`src/rtl/fwdt_pkg.sv`:
```
package fwdt_pkg;
    localparam int OFF_CTRL  = 'h0;
    localparam int OFF_RELD  = 'h4;
    localparam int OFF_FEED  = 'h8;
    localparam int OFF_COUNT = 'hC;

    localparam int BIT_ENABLE = 0;
    localparam int BIT_RSTEN  = 1;
    localparam int BIT_FLAG   = 2;
endpackage

```
`src/rtl/fwdt_feed_seq.sv`:
```
module fwdt_feed_seq #(
    parameter int          KEY_W     = 8,
    parameter logic [7:0]  KEY_OPEN  = 8'hAA,
    parameter logic [7:0]  KEY_CLOSE = 8'h55
) (
    input  logic             clk,
    input  logic             rst_n,
    input  logic             acc_i,
    input  logic             feed_wr_i,
    input  logic [KEY_W-1:0] key_i,
    output logic             good_o,
    output logic             bad_o
);
    typedef struct packed {
        logic armed;
    } seq_t;

    seq_t st_d, st_q;

    always_comb begin
        st_d   = st_q;
        good_o = 1'b0;
        bad_o  = 1'b0;
        if (acc_i) begin
            if (feed_wr_i) begin
                if (!st_q.armed) begin
                    if (key_i == KEY_W'(KEY_OPEN)) st_d.armed = 1'b1;
                end else begin
                    st_d.armed = 1'b0;
                    if (key_i == KEY_W'(KEY_CLOSE)) good_o = 1'b1;
                    else                             bad_o  = 1'b1;
                end
            end else if (st_q.armed) begin
                st_d.armed = 1'b0;
                bad_o      = 1'b1;
            end
        end
    end

    always_ff @(posedge clk or negedge rst_n) begin
        if (!rst_n) st_q <= '0;
        else        st_q <= st_d;
    end

    AST_KEY_SINGLE_USE: assert property (@(posedge clk) disable iff (!rst_n)
        good_o |=> !good_o);
    AST_ABORT_DISARMS: assert property (@(posedge clk) disable iff (!rst_n)
        bad_o |=> !bad_o);
endmodule

```
`src/rtl/fwdt_prescaler.sv`:
```
module fwdt_prescaler #(
    parameter int DIV = 4
) (
    input  logic clk,
    input  logic rst_n,
    input  logic run_i,
    input  logic clr_i,
    output logic tick_o
);
    localparam int PW = (DIV > 2) ? $clog2(DIV) : 1;

    typedef struct packed {
        logic [PW-1:0] ph;
    } pre_t;

    pre_t st_d, st_q;

    always_comb begin
        st_d   = st_q;
        tick_o = 1'b0;
        if (clr_i) begin
            st_d.ph = '0;
        end else if (run_i) begin
            if (st_q.ph == PW'(DIV - 1)) begin
                st_d.ph = '0;
                tick_o  = 1'b1;
            end else begin
                st_d.ph = st_q.ph + 1'b1;
            end
        end
    end

    always_ff @(posedge clk or negedge rst_n) begin
        if (!rst_n) st_q <= '0;
        else        st_q <= st_d;
    end

    AST_TICK_SPACING: assert property (@(posedge clk) disable iff (!rst_n)
        tick_o |=> !tick_o);
endmodule

```
`src/rtl/fwdt_countdown.sv`:
```
module fwdt_countdown #(
    parameter int          CNT_W   = 24,
    parameter int unsigned RST_VAL = 255
) (
    input  logic             clk,
    input  logic             rst_n,
    input  logic             load_i,
    input  logic [CNT_W-1:0] load_val_i,
    input  logic             tick_i,
    output logic [CNT_W-1:0] cnt_o,
    output logic             wrap_o
);
    typedef struct packed {
        logic [CNT_W-1:0] cnt;
    } cd_t;

    cd_t st_d, st_q;

    always_comb begin
        st_d   = st_q;
        wrap_o = 1'b0;
        if (load_i) begin
            st_d.cnt = load_val_i;
        end else if (tick_i) begin
            if (st_q.cnt == '0) begin
                wrap_o   = 1'b1;
                st_d.cnt = load_val_i;
            end else begin
                st_d.cnt = st_q.cnt - 1'b1;
            end
        end
    end

    always_ff @(posedge clk or negedge rst_n) begin
        if (!rst_n) st_q <= '{cnt: CNT_W'(RST_VAL)};
        else        st_q <= st_d;
    end

    assign cnt_o = st_q.cnt;

    AST_WRAP_RELOADS: assert property (@(posedge clk) disable iff (!rst_n)
        wrap_o |=> (cnt_o == $past(load_val_i)));
endmodule

```
`src/rtl/feedlock_wdt.sv`:
```
module feedlock_wdt #(
    parameter int          CNT_W     = 24,
    parameter int          DIV       = 4,
    parameter int unsigned TMO_MIN   = 255,
    parameter int          KEY_W     = 8,
    parameter logic [7:0]  KEY_OPEN  = 8'hAA,
    parameter logic [7:0]  KEY_CLOSE = 8'h55,
    parameter int          ADDR_W    = 4,
    parameter int          DATA_W    = 32
) (
    input  logic              clk,
    input  logic              rst_n,
    input  logic              bus_valid,
    input  logic              bus_we,
    input  logic [ADDR_W-1:0] bus_addr,
    input  logic [DATA_W-1:0] bus_wdata,
    output logic [DATA_W-1:0] bus_rdata,
    output logic              wdt_reset_o
);
    import fwdt_pkg::*;

    localparam logic [CNT_W-1:0] FLOOR = CNT_W'(TMO_MIN);

    typedef struct packed {
        logic             en;
        logic             rst_en;
        logic             flag;
        logic             running;
        logic             rst_out;
        logic [CNT_W-1:0] tmo;
    } wdt_t;

    wdt_t st_d, st_q;

    logic             hit_ctrl, hit_reld, hit_feed, hit_count;
    logic             feed_good, feed_bad;
    logic             tick, wrap;
    logic [CNT_W-1:0] cnt;
    logic [CNT_W-1:0] wr_val;
    logic             unused_wbits;

    assign hit_ctrl  = (bus_addr == ADDR_W'(OFF_CTRL));
    assign hit_reld  = (bus_addr == ADDR_W'(OFF_RELD));
    assign hit_feed  = (bus_addr == ADDR_W'(OFF_FEED));
    assign hit_count = (bus_addr == ADDR_W'(OFF_COUNT));
    assign wr_val    = bus_wdata[CNT_W-1:0];
    assign unused_wbits = ^bus_wdata[DATA_W-1:CNT_W];

    fwdt_feed_seq #(
        .KEY_W     (KEY_W),
        .KEY_OPEN  (KEY_OPEN),
        .KEY_CLOSE (KEY_CLOSE)
    ) u_feed (
        .clk       (clk),
        .rst_n     (rst_n),
        .acc_i     (bus_valid),
        .feed_wr_i (bus_we && hit_feed),
        .key_i     (bus_wdata[KEY_W-1:0]),
        .good_o    (feed_good),
        .bad_o     (feed_bad)
    );

    fwdt_prescaler #(
        .DIV (DIV)
    ) u_pre (
        .clk    (clk),
        .rst_n  (rst_n),
        .run_i  (st_q.running),
        .clr_i  (feed_good),
        .tick_o (tick)
    );

    fwdt_countdown #(
        .CNT_W   (CNT_W),
        .RST_VAL (TMO_MIN)
    ) u_cnt (
        .clk        (clk),
        .rst_n      (rst_n),
        .load_i     (feed_good),
        .load_val_i (st_q.tmo),
        .tick_i     (tick),
        .cnt_o      (cnt),
        .wrap_o     (wrap)
    );

    always_comb begin
        st_d = st_q;
        if (bus_valid && bus_we) begin
            if (hit_ctrl) begin
                st_d.en     = st_q.en | bus_wdata[BIT_ENABLE];
                st_d.rst_en = bus_wdata[BIT_RSTEN];
                if (!bus_wdata[BIT_FLAG]) st_d.flag = 1'b0;
            end
            if (hit_reld) begin
                st_d.tmo = (wr_val < FLOOR) ? FLOOR : wr_val;
            end
        end
        if (feed_good && st_q.en) st_d.running = 1'b1;
        if (wrap)                 st_d.flag    = 1'b1;
        st_d.rst_out = st_q.running && st_q.rst_en && (wrap || feed_bad);
    end

    always_ff @(posedge clk or negedge rst_n) begin
        if (!rst_n) begin
            st_q     <= '0;
            st_q.tmo <= FLOOR;
        end else begin
            st_q <= st_d;
        end
    end

    always_comb begin
        bus_rdata = '0;
        if (hit_ctrl) begin
            bus_rdata[BIT_ENABLE] = st_q.en;
            bus_rdata[BIT_RSTEN]  = st_q.rst_en;
            bus_rdata[BIT_FLAG]   = st_q.flag;
        end else if (hit_reld) begin
            bus_rdata[CNT_W-1:0] = st_q.tmo;
        end else if (hit_count) begin
            bus_rdata[CNT_W-1:0] = cnt;
        end
    end

    assign wdt_reset_o = st_q.rst_out;

    AST_ENABLE_LOCK: assert property (@(posedge clk) disable iff (!rst_n)
        st_q.en |=> st_q.en);
    AST_IDLE_FROZEN: assert property (@(posedge clk) disable iff (!rst_n)
        (!st_q.running && !feed_good) |=> $stable(cnt));
    AST_RESET_ONE_CLOCK: assert property (@(posedge clk) disable iff (!rst_n)
        wdt_reset_o |=> !wdt_reset_o);
    AST_NO_RESET_IDLE: assert property (@(posedge clk) disable iff (!rst_n)
        !st_q.running |=> !wdt_reset_o);
    AST_FEED_RELOAD: assert property (@(posedge clk) disable iff (!rst_n)
        feed_good |=> (cnt == $past(st_q.tmo)));
    AST_BROKEN_KEY_RESET: assert property (@(posedge clk) disable iff (!rst_n)
        (feed_bad && st_q.running && st_q.rst_en) |=> wdt_reset_o);
endmodule

```
`config.mk`:
```
export PLATFORM = sky130hd
export DESIGN_NAME = feedlock_wdt
export DESIGN_NICKNAME = d
export VERILOG_FILES = /design/src/rtl/fwdt_pkg.sv /design/src/rtl/fwdt_feed_seq.sv /design/src/rtl/fwdt_prescaler.sv /design/src/rtl/fwdt_countdown.sv /design/src/rtl/feedlock_wdt.sv
export SDC_FILE = /design/constraint.sdc
export NUM_CORES = 1
export LEC_CHECK = 0
export BUFFER_PORTS_ARGS = -buffer_cell sky130_fd_sc_hd__buf_2
export CORE_ASPECT_RATIO = 0.9
export CORE_MARGIN = 10
export CORE_UTILIZATION = 50
export CTS_CLUSTER_DIAMETER = 50
export DETAILED_ROUTE_END_ITERATION = 8
export GPL_TIMING_DRIVEN = 0
export PLACE_DENSITY = 0.74
export SLEW_MARGIN = 20
export SYNTH_ARGS = -nofsm -noshare
export SYNTH_HDL_FRONTEND = slang
export SYNTH_HIERARCHICAL = 1
export SYNTH_SLANG_ARGS = --single-unit
```
`constraint.sdc`:
```
create_clock -name clk -period 6 [get_ports clk]
set_clock_uncertainty 0.2 [all_clocks]
set_input_delay 0.3 -clock clk [delete_from_list [all_inputs] [get_ports clk]]
set_output_delay 0.3 -clock clk [all_outputs]
set_load 0.05 [all_outputs]
```
==> results by group <==
Outcome
  • Status: complete, no violations

Timing
  • F_max: 296 MHz
  • Endpoints failing hold: 0
  • Unrepaired setup endpoints after global routing: false
  • Worst slew pin tran: 760 ps
  • Sum Neg Setup Slack: 0 ps
  • Crit share post-route: 56.3%
  • Final Critical Period: 3380 ps
  • Slew Limit Fails: 0
  • Slew HR: 49.2%
  • Final-report setup violation count: 0

Power
  • Sw Ratio: 28.7%
  • Pwr dens: 206 nW/um2
  • Clock share of power: 31.1%
  • Part of the power in registers: 55.2%
  • Combinational Power Share: 13.7%
  • VDD IR-drop max: 0.189 mV
  • Cell leakage power: 1.78 nW
  • Int Pwr: 0.601 mW
  • P_sw: 0.242 mW

Floorplan
  • Die Span X: 109 um
  • Core ar.: 6970 um2
  • Row Count: 29
  • Die ar.: 10800 um2
  • Die Height: 99.8 um
  • IO Pins: 73
  • Initial Util: 50.8%

Placed design
  • Dpl hpwl: 7.71 mm
  • IO buf count: 56
  • Gpl congestion: 0.911
  • Placed Area: 3970 um2

Drt
  • Initial DRC count: 391
  • Antenna viol nets, final: 0
  • Wirelength per Cell: 20.0 um
  • First drt pass iteration count: 5
  • Via count: 3239
  • Drt drc: 0
  • Vias per cell: 6.24
  • Final Routed Wirelength: 10.4 mm

Logic synthesis
  • Area share of the largest cell type after synthesis: 28.3%
  • Yosys warns: 6
  • Cell taking the most area after synthesis: dfrtp_1
  • Synthesized area per cell: 9.99 um2
  • Post-Syn Area: 3540 um2
  • EDFF count, synth: 0
  • Flops & latches, synth: 56
  • Count of different cell masters after synthesis: 70
  • Synth area leaders: dfrtp_1 (28%), dfstp_2 (12%), mux2_2 (5.7%)
  • Synth async-reset ratio: 100%
  • Seq/Total Area, Yosys: 40.2%
  • Top_reg_cell synth: dfrtp_1
  • Syn Inst Count: 354

Clocking
  • CTS max path bufs: 2
  • CTS tree: done
  • Post-CTS setup buffers: 0
  • Root Driver: clkbuf_8
  • CTS Buf Count: 5
  • Clk_lat worst skew: 320 ps
  • Clk slew on worst S/H paths: 120 ps
  • Clock sinks: 56
  • H-tree levels: 2

Worst setup path
  • Req. time, crit path: 6040 ps
  • Worst Path Class, Setup: in -> reg
  • Worst EP arrival: 3410 ps
  • CP startpoint kind: input port
  • Type of element capturing the critical path: register
  • CP Max Fanout: 10
  • Reg2reg setup slack: 3080 ps

Run
  • Max-cap violations: 0

Final layout
  • Syn-to-layout area delta: 16.0%
  • Share of layout cells above drive strength 1: 32.9%
  • Multi-input combinational cell area: 1900 um2
  • Commonest non-fill, non-tap cell in the layout: buf_2
  • Inserted Diodes: 0
  • Most frequent cells in the layout: buf_2 (61), dfrtp_1 (40), nor2_1 (22)
  • Final net count: 468
  • Fillers: 634
  • Sequential cell area: 1420 um2
  • Finished Cell Area: 4100 um2

GRT
  • Pin count of the biggest net entering global routing: 57
  • GRT Total Usage: 18.9%
  • Grt total ovfl: 0
  • First-pass GRT wire length: 16.6 mm
  • Initial antenna violation count: 0
  • Vias in the first global route: 3142

Min path
  • Hold Path Class: in -> reg
synth_stat cells, types with 3 or more instances:
| library cell | n |
|---|---|
| a21o_1 | 3 |
| a21oi_1 | 15 |
| a22o_1 | 21 |
| a22oi_1 | 7 |
| a2bb2oi_1 | 9 |
| a31oi_1 | 4 |
| buf_2 | 6 |
| buf_4 | 11 |
| clkbuf_1 | 11 |
| dfrtp_1 | 40 |
| dfstp_2 | 16 |
| ha_1 | 3 |
| inv_1 | 9 |
| mux2_2 | 18 |
| mux2i_1 | 4 |
| nand2_1 | 18 |
| nand2b_1 | 5 |
| nand3_1 | 14 |
| nand4_1 | 7 |
| nor2_1 | 22 |
| nor3_1 | 14 |
| nor4_1 | 12 |
| nor4_4 | 3 |
| nor4b_1 | 4 |
| o21ai_0 | 12 |
| o22ai_1 | 3 |
| or4_1 | 3 |
| or4_4 | 3 |
power groups by stage:
stage | logic, mW | clock network [mW] | registers [mW]
final | 0.116 | 0.262 | 0.465
after global routing | 0.125 | 0.281 | 0.468
after CTS | 0.116 | 0.263 | 0.463
after detailed placement | 0.116 | 0 | 0.470
after global placement | 0.112 | 0 | 0.470
after floorplan | 0.0827 | 0 | 0.452
state kept, by name, summed over array words and instances, names as in the netlist:
register     flops
st_q            28
u_cnt/cnt_o     24
u_feed/st_q      1
u_pre/st_q       2
wdt_reset_o      1
worst paths after layout:
| path | from | endpoint | depth (start not counted) |
|---|---|---|---|
| max | bus_addr[1] | u_cnt/cnt_o[5]$_DFFE_PN1P_ | 9 |
| min | bus_wdata[15] | st_q[15]$_DFFE_PN0P_ | 2 |
| max reg2reg | u_feed/st_q$_DFFE_PN0P_ | u_cnt/cnt_o[5]$_DFFE_PN1P_ | 7 |
| min reg2reg | st_q[3]$_DFFE_PN1P_ | u_cnt/cnt_o[3]$_DFFE_PN1P_ | 2 |
| max in group asynchronous | rst_n | st_q[23]$_DFFE_PN0P_ | 2 |
| min in group asynchronous | rst_n | u_cnt/cnt_o[13]$_DFFE_PN0P_ | 2 |
final cells by class:
type | instances | share of cell area [%]
Clock inverter | 3 | 1.16
Timing Repair Buffer | 57 | 7.14
Multi-Input combinational cell | 263 | 46.4
Tap cell | 93 | 2.84
Buffer | 32 | 5.16
Sequential cell | 56 | 34.7
Inverter | 10 | 0.915
Clock buffer | 5 | 1.68
metal layers:
layer / part of all wire [%] / GRT usage, % / up-vias
met2: 46 / 29.4 / 167
met4: 1.9 / 5.37 / 0
met5: 0 / 0 / -
li1: - / - / 1496
met1: 43 / 26.2 / 1560
met3: 8.9 / 3.40 / 16
what timing repair did:
item                                   CTS  global route
endpoints found under the hold margin   40             0
setup endpoints to repair                0             0
hold buffers                             1             0
resized for setup                        0             0
worst max-delay path, cell delays in order:
cell and delay [ps]:
buf_2 120, nor4_1 550, nand4bb_1 250, nor4_2 670
clkbuf_1 430, or2_2 250, clkbuf_1 450, o21ai_0 220
o2bb2ai_1 170
cells by family after synthesis:
| family | after synthesis | share of synthesized area, % |
|---|---|---|
| simple gates | 131 | 23.6 |
| compound gates | 98 | 20.9 |
| flops | 56 | 40.2 |
| buf+inv | 42 | 7.04 |
| mux | 22 | 6.86 |
| fa+ha+maj | 3 | 1.06 |
| other cells | 1 | 0.106 |
| xor+xnor | 1 | 0.248 |
metrics by stage:
| step | cells | worst slack, ps | hold WS [ps] | power (mW) | util (%) |
|---|---|---|---|---|---|
| after detailed placement | 510 | 2410 | 201 | 0.586 | 57.0 |
| after global routing | 519 | 2480 | 17.5 | 0.875 | 58.9 |
| final | 519 | 2620 | 28.0 | 0.843 | 58.9 |
| after global placement | 510 | 2160 | 287 | 0.582 | 56.8 |
| after CTS | 519 | 2750 | 27.6 | 0.843 | 58.8 |
| after floorplan | 361 | 3240 | -196 | 0.535 | - |
(Power assumes the default switching activity.)
